## src/rtl/codec_cmd_port.sv

```systemverilog
module codec_cmd_port #(
  parameter int REG_W = 32,
  parameter int CA_W  = 7,
  parameter int CD_W  = 16,
  parameter int SEL_W = 3
) (
  input  logic             clk,
  input  logic             rst_n,
  input  logic             wr_en,
  input  logic             rd_en,
  input  logic [SEL_W-1:0] sel,
  input  logic [REG_W-1:0] wdata,
  output logic [REG_W-1:0] rdata,
  output logic             cc_stb,
  output logic             cc_read,
  output logic [CA_W-1:0]  cc_addr,
  output logic [CD_W-1:0]  cc_wdata,
  input  logic             cc_rvalid,
  input  logic [CD_W-1:0]  cc_rdata
);
  localparam int DATA_LSB = 4;
  localparam int DIR_BIT  = DATA_LSB + CD_W - 1;
  localparam int ADDR_LSB = DIR_BIT - CA_W;
  localparam logic [SEL_W-1:0] SEL_CMD  = SEL_W'(0);
  localparam logic [SEL_W-1:0] SEL_DAT  = SEL_W'(1);
  localparam logic [SEL_W-1:0] SEL_RCMD = SEL_W'(2);
  localparam logic [SEL_W-1:0] SEL_RDAT = SEL_W'(3);
  localparam logic [SEL_W-1:0] SEL_FLG  = SEL_W'(4);
  localparam logic [REG_W-1:0] DIR_MASK = REG_W'(1) << DIR_BIT;

  logic [REG_W-1:0] cmd_q, dat_q, rsp_cmd_q, rsp_dat_q;
  logic s1_empty, s2_empty, busy, v1, v2, stb_q;

  wire launch = wr_en && sel == SEL_CMD && !busy;
  wire done   = busy && cc_rvalid;

  always_ff @(posedge clk) begin
    if (!rst_n) begin
      cmd_q     <= '0;
      dat_q     <= '0;
      rsp_cmd_q <= '0;
      rsp_dat_q <= '0;
      s1_empty  <= 1'b1;
      s2_empty  <= 1'b1;
      busy      <= 1'b0;
      v1        <= 1'b0;
      v2        <= 1'b0;
      stb_q     <= 1'b0;
    end else begin
      stb_q <= launch;
      if (launch) begin
        cmd_q    <= wdata;
        s1_empty <= 1'b0;
        busy     <= wdata[DIR_BIT];
      end
      if (wr_en && sel == SEL_DAT) begin
        dat_q    <= wdata;
        s2_empty <= 1'b0;
      end
      if (rd_en && sel == SEL_RCMD) v1 <= 1'b0;
      if (rd_en && sel == SEL_RDAT) v2 <= 1'b0;
      if (done) begin
        rsp_cmd_q <= cmd_q & ~DIR_MASK;
        rsp_dat_q <= REG_W'(cc_rdata) << DATA_LSB;
        busy      <= 1'b0;
        v1        <= 1'b1;
        v2        <= 1'b1;
      end
    end
  end

  assign cc_stb   = stb_q;
  assign cc_read  = cmd_q[DIR_BIT];
  assign cc_addr  = cmd_q[DIR_BIT-1:ADDR_LSB];
  assign cc_wdata = dat_q[DIR_BIT:DATA_LSB];

  wire [6:0] flags = {v2, v1, busy, busy, s1_empty & s2_empty, s2_empty, s1_empty};

  always_comb begin
    case (sel)
      SEL_CMD:  rdata = cmd_q;
      SEL_DAT:  rdata = dat_q;
      SEL_RCMD: rdata = rsp_cmd_q;
      SEL_RDAT: rdata = rsp_dat_q;
      SEL_FLG:  rdata = REG_W'(flags);
      default:  rdata = '0;
    endcase
  end
endmodule


```

## config.mk

```make
export PLATFORM = sky130hd
export DESIGN_NAME = codec_cmd_port
export DESIGN_NICKNAME = d
export VERILOG_FILES = /design/src/rtl/codec_cmd_port.sv
export SDC_FILE = /design/constraint.sdc
export NUM_CORES = 1
export LEC_CHECK = 0
export BUFFER_PORTS_ARGS = -buffer_cell sky130_fd_sc_hd__buf_4
export CAP_MARGIN = 5
export CORE_MARGIN = 10
export CORE_UTILIZATION = 52
export CTS_CLUSTER_SIZE = 40
export DETAILED_ROUTE_END_ITERATION = 8
export PLACE_DENSITY_LB_ADDON = 0.15
export SYNTH_ARGS = -nofsm -noshare
export SYNTH_HDL_FRONTEND = slang
export SYNTH_SLANG_ARGS = --single-unit
export TNS_END_PERCENT = 10
```

## constraint.sdc

```tcl
create_clock -name clk -period 2.1 [get_ports clk]
set_clock_uncertainty 0.15 [all_clocks]
set_input_delay 0.42 -clock clk [delete_from_list [all_inputs] [get_ports clk]]
set_output_delay 0.42 -clock clk [all_outputs]
set_load 0.01 [all_outputs]
```

==> results of run 1 <==
[what timing repair did]
action	4_1_cts	5_1_grt
buffers inserted	10	5
hold buffers	39	0
gates resized for setup	56	19
hold endpoints to repair	54	0
endpoints found under the setup margin	30	26
pin swaps	11	3
[cells in the final DEF (no fill, tap or decap), types with 2 or more instances in the layout]
cell type | netlist | final
dlygate4sd3_1 | 0 | 39
nand2_1 | 228 | 227
buf_12 | 3 | 8
a21boi_2 | 30 | 30
mux2_2 | 4 | 4
dfxtp_2 | 0 | 32
clkbuf_1 | 16 | 6
a21boi_0 | 46 | 46
o21ai_1 | 0 | 2
o22ai_1 | 3 | 3
and2_1 | 14 | 2
inv_1 | 4 | 4
a2bb2oi_1 | 14 | 13
buf_6 | 7 | 14
mux4_2 | 6 | 12
mux2i_1 | 48 | 48
a21boi_1 | 3 | 3
and2_4 | 0 | 11
o21ai_0 | 4 | 2
a22oi_1 | 7 | 6
nor2_1 | 14 | 14
a31oi_1 | 3 | 3
clkbuf_16 | 0 | 16
clkbuf_8 | 0 | 7
buf_4 | 26 | 128
dfxtp_1 | 117 | 84
o21a_1 | 3 | 3
clkinv_2 | 0 | 3
[per-layer routing]
layer  share of wire [%]  global-route usage [%]  up-vias
met5                   0                       0        -
met4                 2.6                    8.81        0
met3                 6.6                    5.66       33
met2                  49                    32.3      151
met1                  41                    22.8     2316
li1                    -                       -     2390
[flip-flops by register name, indices dropped and copies added, names as in the netlist]
signal	flops
cc_stb	1
cmd_q	32
s1_empty	1
v1	1
rsp_dat_q	16
v2	1
s2_empty	1
dat_q	32
rsp_cmd_q	31
busy	1
[Yosys cell counts, drive strengths merged]
| master | n | area share, % |
|---|---|---|
| nand2 | 228 | 15 |
| dfxtp | 117 | 40 |
| a21boi | 79 | 12 |
| buf | 60 | 8.5 |
| mux2i | 48 | 8.3 |
| clkbuf | 16 | 1.0 |
| a2bb2oi | 14 | 2.1 |
| and2 | 14 | 1.5 |
| nor2 | 14 | 0.91 |
| mux4 | 12 | 5.0 |
| a22oi | 7 | 0.91 |
| inv | 4 | 0.26 |
| mux2 | 4 | 0.78 |
| o21ai | 4 | 0.34 |
| a31oi | 3 | 0.32 |
| o21a | 3 | 0.39 |
| o22ai | 3 | 0.32 |
| nor2b | 2 | 0.26 |
| a31o | 1 | 0.15 |
| and2b | 1 | 0.13 |
| and3b | 1 | 0.15 |
| and4b | 1 | 0.17 |
| nand2b | 1 | 0.24 |
| nand3 | 1 | 0.086 |
| nand4bb | 1 | 0.19 |
| nor3b | 1 | 0.13 |
| nor4 | 1 | 0.22 |
| nor4bb | 1 | 0.17 |
| o32ai | 1 | 0.15 |
[path summary, 6_finish.rpt]
path,from,end,depth (start not counted)
setup / recovery,rsp_dat_q[18],rdata[18],3
hold / removal,cc_rdata[0],rsp_dat_q[4],3
setup reg to reg,busy,rsp_dat_q[9],4
hold reg to reg,rsp_cmd_q[28],rsp_cmd_q[28],2
[kinds of logic after synthesis]
| family | count (synthesis) |
|---|---|
| DFF | 117 |
| AOI/OAI and AO/OA | 115 |
| buffers and inverters | 80 |
| muxes | 64 |
| and+or+nand+nor | 267 |
[per-stage QoR]
stage | worst slack [ns] | TNS (ns) | power, W | cells
finish | -0.0569 | -0.325 | 0.00536 | 929
global placement | -0.0942 | -0.997 | 0.00274 | 842
detailed placement | -0.118 | -1.57 | 0.00275 | 842
floorplan | 0.166 | 0 | 0.00258 | 643
global route | -0.104 | -1.12 | 0.00555 | 929
CTS | -0.0880 | -0.766 | 0.00541 | 923
[worst min-delay path: stages]
cell and delay (ns):
buf_4 0.11, nand2_1 0.05, a21boi_0 0.06
[cell type report]
type	count	area (sq um)	area share (%)
multi-input combinational	446	2960	38.2
sequential	117	2390	30.8
timing repair buffer	189	1670	21.6
clock buffer	29	519	6.71
tap	140	175	2.26
clock inverter	3	15.0	0.194
inverter	4	15.0	0.194
antenna	1	2.50	0.0323
[power groups by stage]
stage               Sequential, W  Clock [W]  Combinational (W)
floorplan                 0.00231          0           0.000264
global placement          0.00232          0           0.000422
detailed placement        0.00232          0           0.000430
CTS                       0.00227    0.00263           0.000507
global route              0.00228    0.00272           0.000554
finish                    0.00228    0.00257           0.000513
==> results by group, run 1 <==
Final layout
  – Post-route cell area: 0.00774 sq mm
  – Share of layout cells above drive strength 1: around a third
  – Area Overhead vs Synth: 33.3%
  – Final core occ: 71.1%
  – Fillers: roughly 840
  – Fin nets: between 800 and 900

Global routing
  – Grt total ovfl: 0
  – Largest net degree at the start of global routing: 76
  – Antenna violations before repair: 1
  – Vias in the first global route: 5,094
  – All-layer global routing usage: around a fifth
  – First-pass GRT wire length: 25,500 microns

Setup path
  – Crit Path Class: register to output port
  – Critical Path AT: between 1.5 and 2 ns
  – CP cell instances: mux4_2, and2_4, buf_6
  – Startpoint types: register
  – Critical Path RT: between 1.5 and 2 ns
  – Crit path largest cell delay: 0.46 ns
  – Max FO, Critical Path: 2
  – Critical path's slowest cell: mux4_2
  – R2R setup slack: around 0.54 ns
  – Crit path capture type: output port
  – CP delay by family, top: multiplexers
  – Buf+Inv Stages, Crit Path: 1

Power and ir drop
  – Sw frac: between 20% and 30%
  – Static leakage: 3.04 nW
  – Switching pwr: between 0.001 and 0.0015 W
  – Int Pwr: 0.00417 W
  – Clk pwr share: a little under half
  – Reg power frac: 42.5%
  – Peak supply drop: 0.000633 V
  – Comb pwr share: 9.6%
  – Pwr Density: a little under 700 mW/mm^2

STA
  – Final Hold Vio Count: 0
  – Unrepaired setup endpoints after global routing: true
  – Slew Viols, Final: 0
  – Fin crit period: about 2.2 ns
  – Worst-Margin Slew: between 0.3 and 0.4 ns
  – Final hold slack: 0.0280 ns
  – Final period util: 103%
  – Final worst slack: -0.0569 ns
  – # setup viols final: 12
  – Achievable Freq: approximately 0.46 GHz
  – Rel. slew slack: 76.7%

Floorplan
  – Io pins: roughly 110
  – Die height: 126 microns
  – Die ar.: between 0.015 and 0.02 sq mm
  – Rows: 38
  – Core Area: 0.0109 sq mm
  – Die X-Extent: around 130 microns
  – Initial Utilization: between 50% and 60%

Synth
  – Netlist cell types: 38
  – Synthesized area: 0.00580 sq mm
  – Post-synthesis mux area share: 14.1%
  – Synth Instances: ~640
  – Synth Area in Simple Gates: 18.9%
  – Syn_nets: between 600 and 700
  – Yosys warns: 0
  – Post-synthesis register bit count: 117
  – Compound-Gate Fraction of Synth Area: around 17%
  – Sequential-to-total area share from yosys stat: between 40% and 50%
  – Largest family of logic cells by synthesized area: simple AND/OR/NAND/NOR gates
  – Syn Area/Cell: roughly 9 sq um
  – Synth Area in XOR/XNOR: 0%
  – Adder-cell share of the synthesized area: 0%

Clock tree
  – CTS HTree Levels: 4
  – Clock Path Buffers: 2
  – Clock sinks: 117
  – Root cell of the clock tree: clkbuf_8
  – Clock Latency Late Sink: 0.51 ns
  – CTS tree: done
  – CTS buffer count: 17
  – Worst-path clk slew: around 0.050 ns

Run
  – Max Cap Viol: 0

Placement
  – Final HPWL DP: 10,000 microns
  – Port Buffer Count: around 110
  – Routability cong.: ~0.77
  – DP Area: about 0.0066 sq mm

Routing
  – Residual DRC: 0
  – DRT iter0 DRCs: 380
  – Via density: 5.26
  – Drt pass-1 iters: 4
  – Antenna viol nets, final: 0
  – Wire length per cell: 16.8 microns
  – Vias: 4,890
  – DRT Wirelength: roughly 16,000 microns

Hold path
  – Worst min path class: input port to register

Outcome
  – Status: finished with violations
  – Failing checks: setup timing
(Power assumes the default switching activity.)
==> run 2, diff against run 1 <==
--- a/config.mk
+++ b/config.mk
@@ -12,6 +12,7 @@
 export CTS_CLUSTER_SIZE = 40
 export DETAILED_ROUTE_END_ITERATION = 8
 export PLACE_DENSITY_LB_ADDON = 0.15
+export SKIP_LAST_GASP = 1
 export SYNTH_ARGS = -nofsm -noshare
 export SYNTH_HDL_FRONTEND = slang
 export SYNTH_SLANG_ARGS = --single-unit
==> run 2 against run 1 <==
The run still ends with setup timing left; sequential cell count unchanged; die area stayed put; register-to-register slack worse by 0.02 ns; worst hold slack worse by 0.0039 ns; worst setup slack better by 0.0043 ns; power barely moved; sequential power about the same; clock power barely moved; global-route usage is 0.21 points lower; cell area down 1.1%; highest routed layer unchanged; final cell count down 0.32%; maximum frequency grew 0.20%.
==> results by group, run 2 (synthesis gave the netlist of run 1 again) <==
Final layout
  – Area Overhead vs Synth: 31.9%
  – Largest regs: cmd_q: 32 flops, dat_q: 32 flops, rsp_cmd_q: 31 flops
  – Fillers: 834 (-0.24%)
  – Commonest cells after routing, fill and taps aside: nand2_1, buf_4, dfxtp_1, mux2i_1, a21boi_0
  – Most common cell after layout, fill and taps aside: nand2_1
  – Fin nets: 829 (-0.24%)
  – ANT cells: 0 (-1)
  – Post-route cell area: 0.00766 sq mm (-1.1%)
  – Share of layout cells above drive strength 1: 33.7% (-1.6 points)

Hold path
  – Worst min path class: input port to register
  – Hold Path Cell Cnt: 3 (unchanged)
  – Hold_sp: wdata[0]
  – WHS Endpoint: dat_q[0]

Setup path
  – Max FO, Critical Path: 2 (unchanged)
  – R2R cell count: 4 (unchanged)
  – RR Endpoint: rsp_dat_q[9]
  – Critical Path RT: 1.53 ns (about the same)
  – Critical Path AT: 1.58 ns (about the same)
  – Crit path capture type: output port
  – Crit Path Class: register to output port
  – R2R setup slack: 0.52 ns (-0.02 ns)
  – Startpoint types: register
  – Reg2Reg Launch Point: busy

STA
  – Rel. slew slack: 77.4% (+0.71 points)
  – Slew Viols, Final: 0 (unchanged)
  – Final worst slack: -0.0526 ns (+0.00432 ns)
  – Achievable Freq: 0.465 GHz (+0.20%)
  – Final period util: 103% (-0.21 points)
  – # setup viols final: 12 (unchanged)
  – Final Hold Vio Count: 0 (unchanged)
  – Unrepaired setup endpoints after global routing: true
  – Final hold slack: 0.0240 ns (-0.00394 ns)
  – Fin crit period: 2.15 ns (-0.00432 ns)
  – Worst-Margin Slew: 0.339 ns (-0.00988 ns)
  – Post-route setup TNS: -0.452 ns (-0.127 ns)

Floorplan
  – Core Area: 0.0109 sq mm (unchanged)
  – Die height: 126 microns (unchanged)
  – Die X-Extent: 126 microns (unchanged)
  – Die ar.: 0.0158 sq mm (unchanged)
  – Rows: 38 (unchanged)
  – Initial Utilization: 53.3% (unchanged)
  – Io pins: 113 (unchanged)

Clock tree
  – CTS buffer count: 17 (unchanged)
  – Root cell of the clock tree: clkbuf_8
  – Clock Path Buffers: 2 (unchanged)
  – CTS tree: done
  – CTS HTree Levels: 4 (unchanged)
  – Clock sinks: 117 (unchanged)
  – Clock Latency Late Sink: 0.51 ns (about the same)
  – Worst-path clk slew: 0.05 ns (about the same)

Placement
  – Pre-CTS setup slack: -0.118 ns (unchanged)
  – Port Buffer Count: 112 (unchanged)
  – Routability cong.: 0.774 (unchanged)
  – DP Area: 0.00656 sq mm (unchanged)
  – Final HPWL DP: 10,000 microns (unchanged)

Power and ir drop
  – Peak supply drop: 0.000633 V (about the same)
  – Pwr Density: 699 mW/mm^2 (+1.0%)
  – Tot Pwr: 0.00535 W (about the same)
  – Static leakage: 3.01 nW (-1.1%)

Routing
  – DRT iter0 DRCs: 351 (-7.6%)
  – DRT Wirelength: 15,500 microns (-0.72%)
  – Antenna viol nets, final: 0 (unchanged)
  – Vias: 4,904 (+0.29%)
  – Via density: 5.30 (+0.61%)
  – Drt pass-1 iters: 5 (+1)
  – Residual DRC: 0 (unchanged)
  – Wire length per cell: 16.7 microns (-0.40%)

Run
  – Max Cap Viol: 0 (unchanged)

Global routing
  – Grt total ovfl: 0 (unchanged)
  – First-pass GRT wire length: 25,200 microns (-0.95%)
  – Largest net degree at the start of global routing: 76 (unchanged)
  – All-layer global routing usage: 19.3% (-0.21 points)
  – Vias in the first global route: 5,048 (-0.90%)
  – Antenna violations before repair: 0 (-1)

Outcome
  – Failing checks: setup timing
  – Status: finished with violations
run 2: cell types whose count changed in the layout (fill, tap and decap cells not counted), moves of 4 or more:
cell,change
and2_4,-4
buf_4,+6
buf_6,-7
and2_1,+4
dfxtp_2,-5
dfxtp_1,+6
run 2: metal layers:
| metal | track usage (%) | routed length (microns) | vias up |
|---|---|---|---|
| met5 | 0 | 0 | - |
| met4 | 8.13 | 287 | 0 |
| met3 | 5.66 | 854 | 22 |
| met2 | 32.0 | 7690 | 143 |
| met1 | 22.7 | 6650 | 2355 |
| li1 | - | - | 2384 |
run 2: timing repair:
action                                  4_1_cts  5_1_grt
buffers inserted                             10        3
endpoints found under the hold margin        54        0
resized for setup                            34       16
hold buffers                                 39        0
endpoints found under the setup margin       30       32
pin swaps                                     6        3
run 2: per-stage QoR:
step | std cells | util, %
floorplan | 643 | -
global placement | 842 | 60.3
detailed placement | 842 | 60.3
CTS | 923 | 69.8
global route | 926 | 70.3
finish | 926 | 70.3
run 2: report_power, final:
group | leakage [nW] | internal, W | switching (W) | total, W
Combinational | 1.78 | 0.000277 | 0.000229 | 0.000506
Sequential | 0.957 | 0.00225 | 0.0000213 | 0.00228
Clock | 0.266 | 0.00163 | 0.000941 | 0.00257
Total | 3.01 | 0.00416 | 0.00119 | 0.00535
run 2: final cells by class:
| type | instances | area, sq um | area share [%] |
|---|---|---|---|
| multi-input combinational | 446 | 2940 | 38.4 |
| sequential | 117 | 2380 | 31.0 |
| timing repair buffer | 187 | 1620 | 21.1 |
| clock buffer | 29 | 519 | 6.78 |
| tap | 140 | 175 | 2.29 |
| clock inverter | 3 | 15.0 | 0.196 |
| inverter | 4 | 15.0 | 0.196 |
run 2: worst max path at each step:
stage,start,to,slack (ns),cells after the start
global placement,sel[0],rdata[18],-0.09,5
detailed placement,sel[0],rdata[18],-0.12,5
CTS,rsp_dat_q[18],rdata[18],-0.09,3
global route,rsp_dat_q[17],rdata[17],-0.10,3
finish,rsp_dat_q[18],rdata[18],-0.05,3
floorplan,sel[1],rdata[2],0.17,5
run 2: worst max-delay path: stages (launching register included):
cell and delay (ns):
dfxtp_2 0.32, mux4_2 0.46, and2_4 0.18, buf_6 0.11
==> run 3, diff against run 2 <==
--- a/config.mk
+++ b/config.mk
@@ -6,7 +6,7 @@
 export NUM_CORES = 1
 export LEC_CHECK = 0
 export BUFFER_PORTS_ARGS = -buffer_cell sky130_fd_sc_hd__buf_4
-export CAP_MARGIN = 5
+export CAP_MARGIN = 20
 export CORE_MARGIN = 10
 export CORE_UTILIZATION = 52
 export CTS_CLUSTER_SIZE = 40
@@ -16,4 +16,4 @@
 export SYNTH_ARGS = -nofsm -noshare
 export SYNTH_HDL_FRONTEND = slang
 export SYNTH_SLANG_ARGS = --single-unit
-export TNS_END_PERCENT = 10
+export TNS_END_PERCENT = 30
==> run 3 against run 2 <==
The flow still finishes with violations (setup timing); worst setup slack lost 0.0014 ns; routed wire length grew 0.19%; global-route usage grew 0.12 points; maximum frequency is essentially flat; cell area rose by 1.2%; die area unchanged; sequential power hardly changed; clock power hardly changed; via count barely moved; critical path type unchanged; critical endpoint unchanged; largest cell class unchanged; highest routed layer unchanged.
==> results by group, run 3 (synthesis gave the netlist of run 1 again) <==
STA
  – Slew Viols, Final: 0 (unchanged)
  – Final worst slack: -0.0540 ns (-0.00135 ns)
  – Final period util: 103% (about the same)
  – Rel. slew slack: 77.4% (about the same)
  – Post-route setup TNS: -0.369 ns (+0.0826 ns)
  – # setup viols final: 12 (unchanged)
  – Achievable Freq: 0.464 GHz (about the same)
  – Final hold slack: 0.0290 ns (+0.00500 ns)
  – Final Hold Vio Count: 0 (unchanged)
  – Worst-Margin Slew: 0.339 ns (+0.000124 ns)
  – Unrepaired setup endpoints after global routing: true
  – Fin crit period: 2.15 ns (+0.00135 ns)

Floorplan
  – Die ar.: 0.0158 sq mm (unchanged)
  – Io pins: 113 (unchanged)
  – Initial Utilization: 53.3% (unchanged)
  – Rows: 38 (unchanged)
  – Die X-Extent: 126 microns (unchanged)
  – Die height: 126 microns (unchanged)
  – Core Area: 0.0109 sq mm (unchanged)

Clock tree
  – Worst-path clk slew: 0.05 ns (about the same)
  – Clock Latency Late Sink: 0.51 ns (about the same)
  – Root cell of the clock tree: clkbuf_8
  – CTS buffer count: 17 (unchanged)
  – CTS HTree Levels: 4 (unchanged)
  – Clock sinks: 117 (unchanged)
  – Clock Path Buffers: 2 (unchanged)
  – CTS tree: done

Global routing
  – All-layer global routing usage: 19.4% (+0.12 points)
  – Vias in the first global route: 5,065 (+0.34%)
  – Largest net degree at the start of global routing: 76 (unchanged)
  – First-pass GRT wire length: 25,400 microns (+0.60%)
  – Grt total ovfl: 0 (unchanged)
  – Antenna violations before repair: 1 (+1)

Power and ir drop
  – Peak supply drop: 0.000635 V (+0.21%)
  – Pwr Density: 692 mW/mm^2 (-1.1%)
  – Static leakage: 3.05 nW (+1.4%)

Placement
  – Final HPWL DP: 10,000 microns (unchanged)
  – Routability cong.: 0.774 (unchanged)
  – Port Buffer Count: 112 (unchanged)
  – Pre-CTS setup slack: -0.118 ns (unchanged)

Routing
  – Residual DRC: 0 (unchanged)
  – Antenna viol nets, final: 0 (unchanged)
  – Drt pass-1 iters: 4 (-1)
  – DRT iter0 DRCs: 388 (+11%)
  – DRT Wirelength: 15,500 microns (+0.19%)
  – Wire length per cell: 16.6 microns (-0.45%)
  – Via density: 5.26 (-0.70%)
  – Vias: 4,901 (-0.061%)

Final layout
  – Share of layout cells above drive strength 1: 35.1% (+1.4 points)
  – Largest regs: cmd_q: 32 flops, dat_q: 32 flops, rsp_cmd_q: 31 flops
  – Most common cell after layout, fill and taps aside: nand2_1
  – Fillers: 820 (-1.7%)
  – Commonest cells after routing, fill and taps aside: nand2_1, buf_4, dfxtp_1, mux2i_1, a21boi_0
  – Sequential cell area: 0.00238 sq mm (+0.32%)
  – Fin nets: 834 (+0.60%)
  – Area Overhead vs Synth: 33.5%
  – Footprint of the multi-input gates: 0.00296 sq mm (+0.51%)

Hold path
  – Hold_sp: cc_rdata[0]
  – Worst min path class: input port to register
  – Hold Path Cell Cnt: 3 (unchanged)
  – WHS Endpoint: rsp_dat_q[4]

Setup path
  – R2R cell count: 4 (unchanged)
  – CP cell instances: mux4_2, and2_4, buf_6
  – RR Endpoint: rsp_cmd_q[10]
  – Crit path capture type: output port
  – Crit path largest cell delay: 0.46 ns (about the same)
  – Crit Path Class: register to output port
  – Critical Path RT: 1.53 ns (about the same)
  – Buf+Inv Stages, Crit Path: 1 (unchanged)
  – Reg2Reg Launch Point: busy
  – Critical Path AT: 1.58 ns (about the same)
  – Max FO, Critical Path: 2 (unchanged)
  – Startpoint types: register
  – CP delay by family, top: multiplexers
  – Critical path's slowest cell: mux4_2
  – R2R setup slack: 0.57 ns (+0.05 ns)

Run
  – Max Cap Viol: 0 (unchanged)

Outcome
  – Status: finished with violations
  – Failing checks: setup timing
-- run 3: layout make-up --
| class | instances | share of cell area [%] |
|---|---|---|
| clock inverter | 3 | 0.194 |
| inverter | 4 | 0.194 |
| clock buffer | 29 | 6.70 |
| tap | 140 | 2.26 |
| sequential | 117 | 30.8 |
| multi-input combinational | 446 | 38.1 |
| timing repair buffer | 192 | 21.7 |
| antenna | 1 | 0.0323 |
-- run 3: timing repair --
action	4_1_cts	5_1_grt
buffers inserted	12	5
hold buffers	40	0
endpoints found under the hold margin	55	0
setup endpoints to repair	30	32
pin swaps	6	4
gates resized for setup	48	20
-- run 3: power by group --
part	leakage (nW)	switching [W]	internal (W)	total, W
clock network	0.266	0.000939	0.00163	0.00257
logic	1.82	0.000231	0.000283	0.000514
registers	0.960	0.0000211	0.00225	0.00227
total	3.05	0.00119	0.00417	0.00536
-- run 3: how the worst max path moves through the flow --
stage	startpoint	slack [ns]	to	cells after the start
6_report	rsp_dat_q[18]	-0.05	rdata[18]	3
3_5_place_dp	sel[0]	-0.12	rdata[18]	5
4_1_cts	rsp_dat_q[18]	-0.09	rdata[18]	3
3_3_place_gp	sel[0]	-0.09	rdata[18]	5
2_1_floorplan	sel[1]	0.17	rdata[2]	5
5_1_grt	rsp_dat_q[17]	-0.10	rdata[17]	3
-- run 3: metrics by stage --
step	instances	total power [W]	util (%)	cell area, sq um
final	932	0.00536	71.2	7750
after CTS	926	0.00541	70.2	7650
after floorplan	643	0.00258	-	5800
after global placement	842	0.00274	60.3	6560
after global routing	932	0.00556	71.2	7750
after detailed placement	842	0.00275	60.3	6560
-- run 3: worst reg2reg max path: stages, from the launching register on --
cell      delay (ns)
dfxtp_4         0.39
and2_2          0.37
buf_12          0.21
nand2_1         0.08
a21boi_0        0.22
-- run 3: per-layer routing --
layer | up-vias | share of wire [%] | track usage (%)
li1 | 2400 | - | -
met1 | 2318 | 42 | 22.8
met3 | 28 | 6.7 | 5.70
met4 | 0 | 2.2 | 8.47
met5 | - | 0 | 0
met2 | 155 | 49 | 32.1
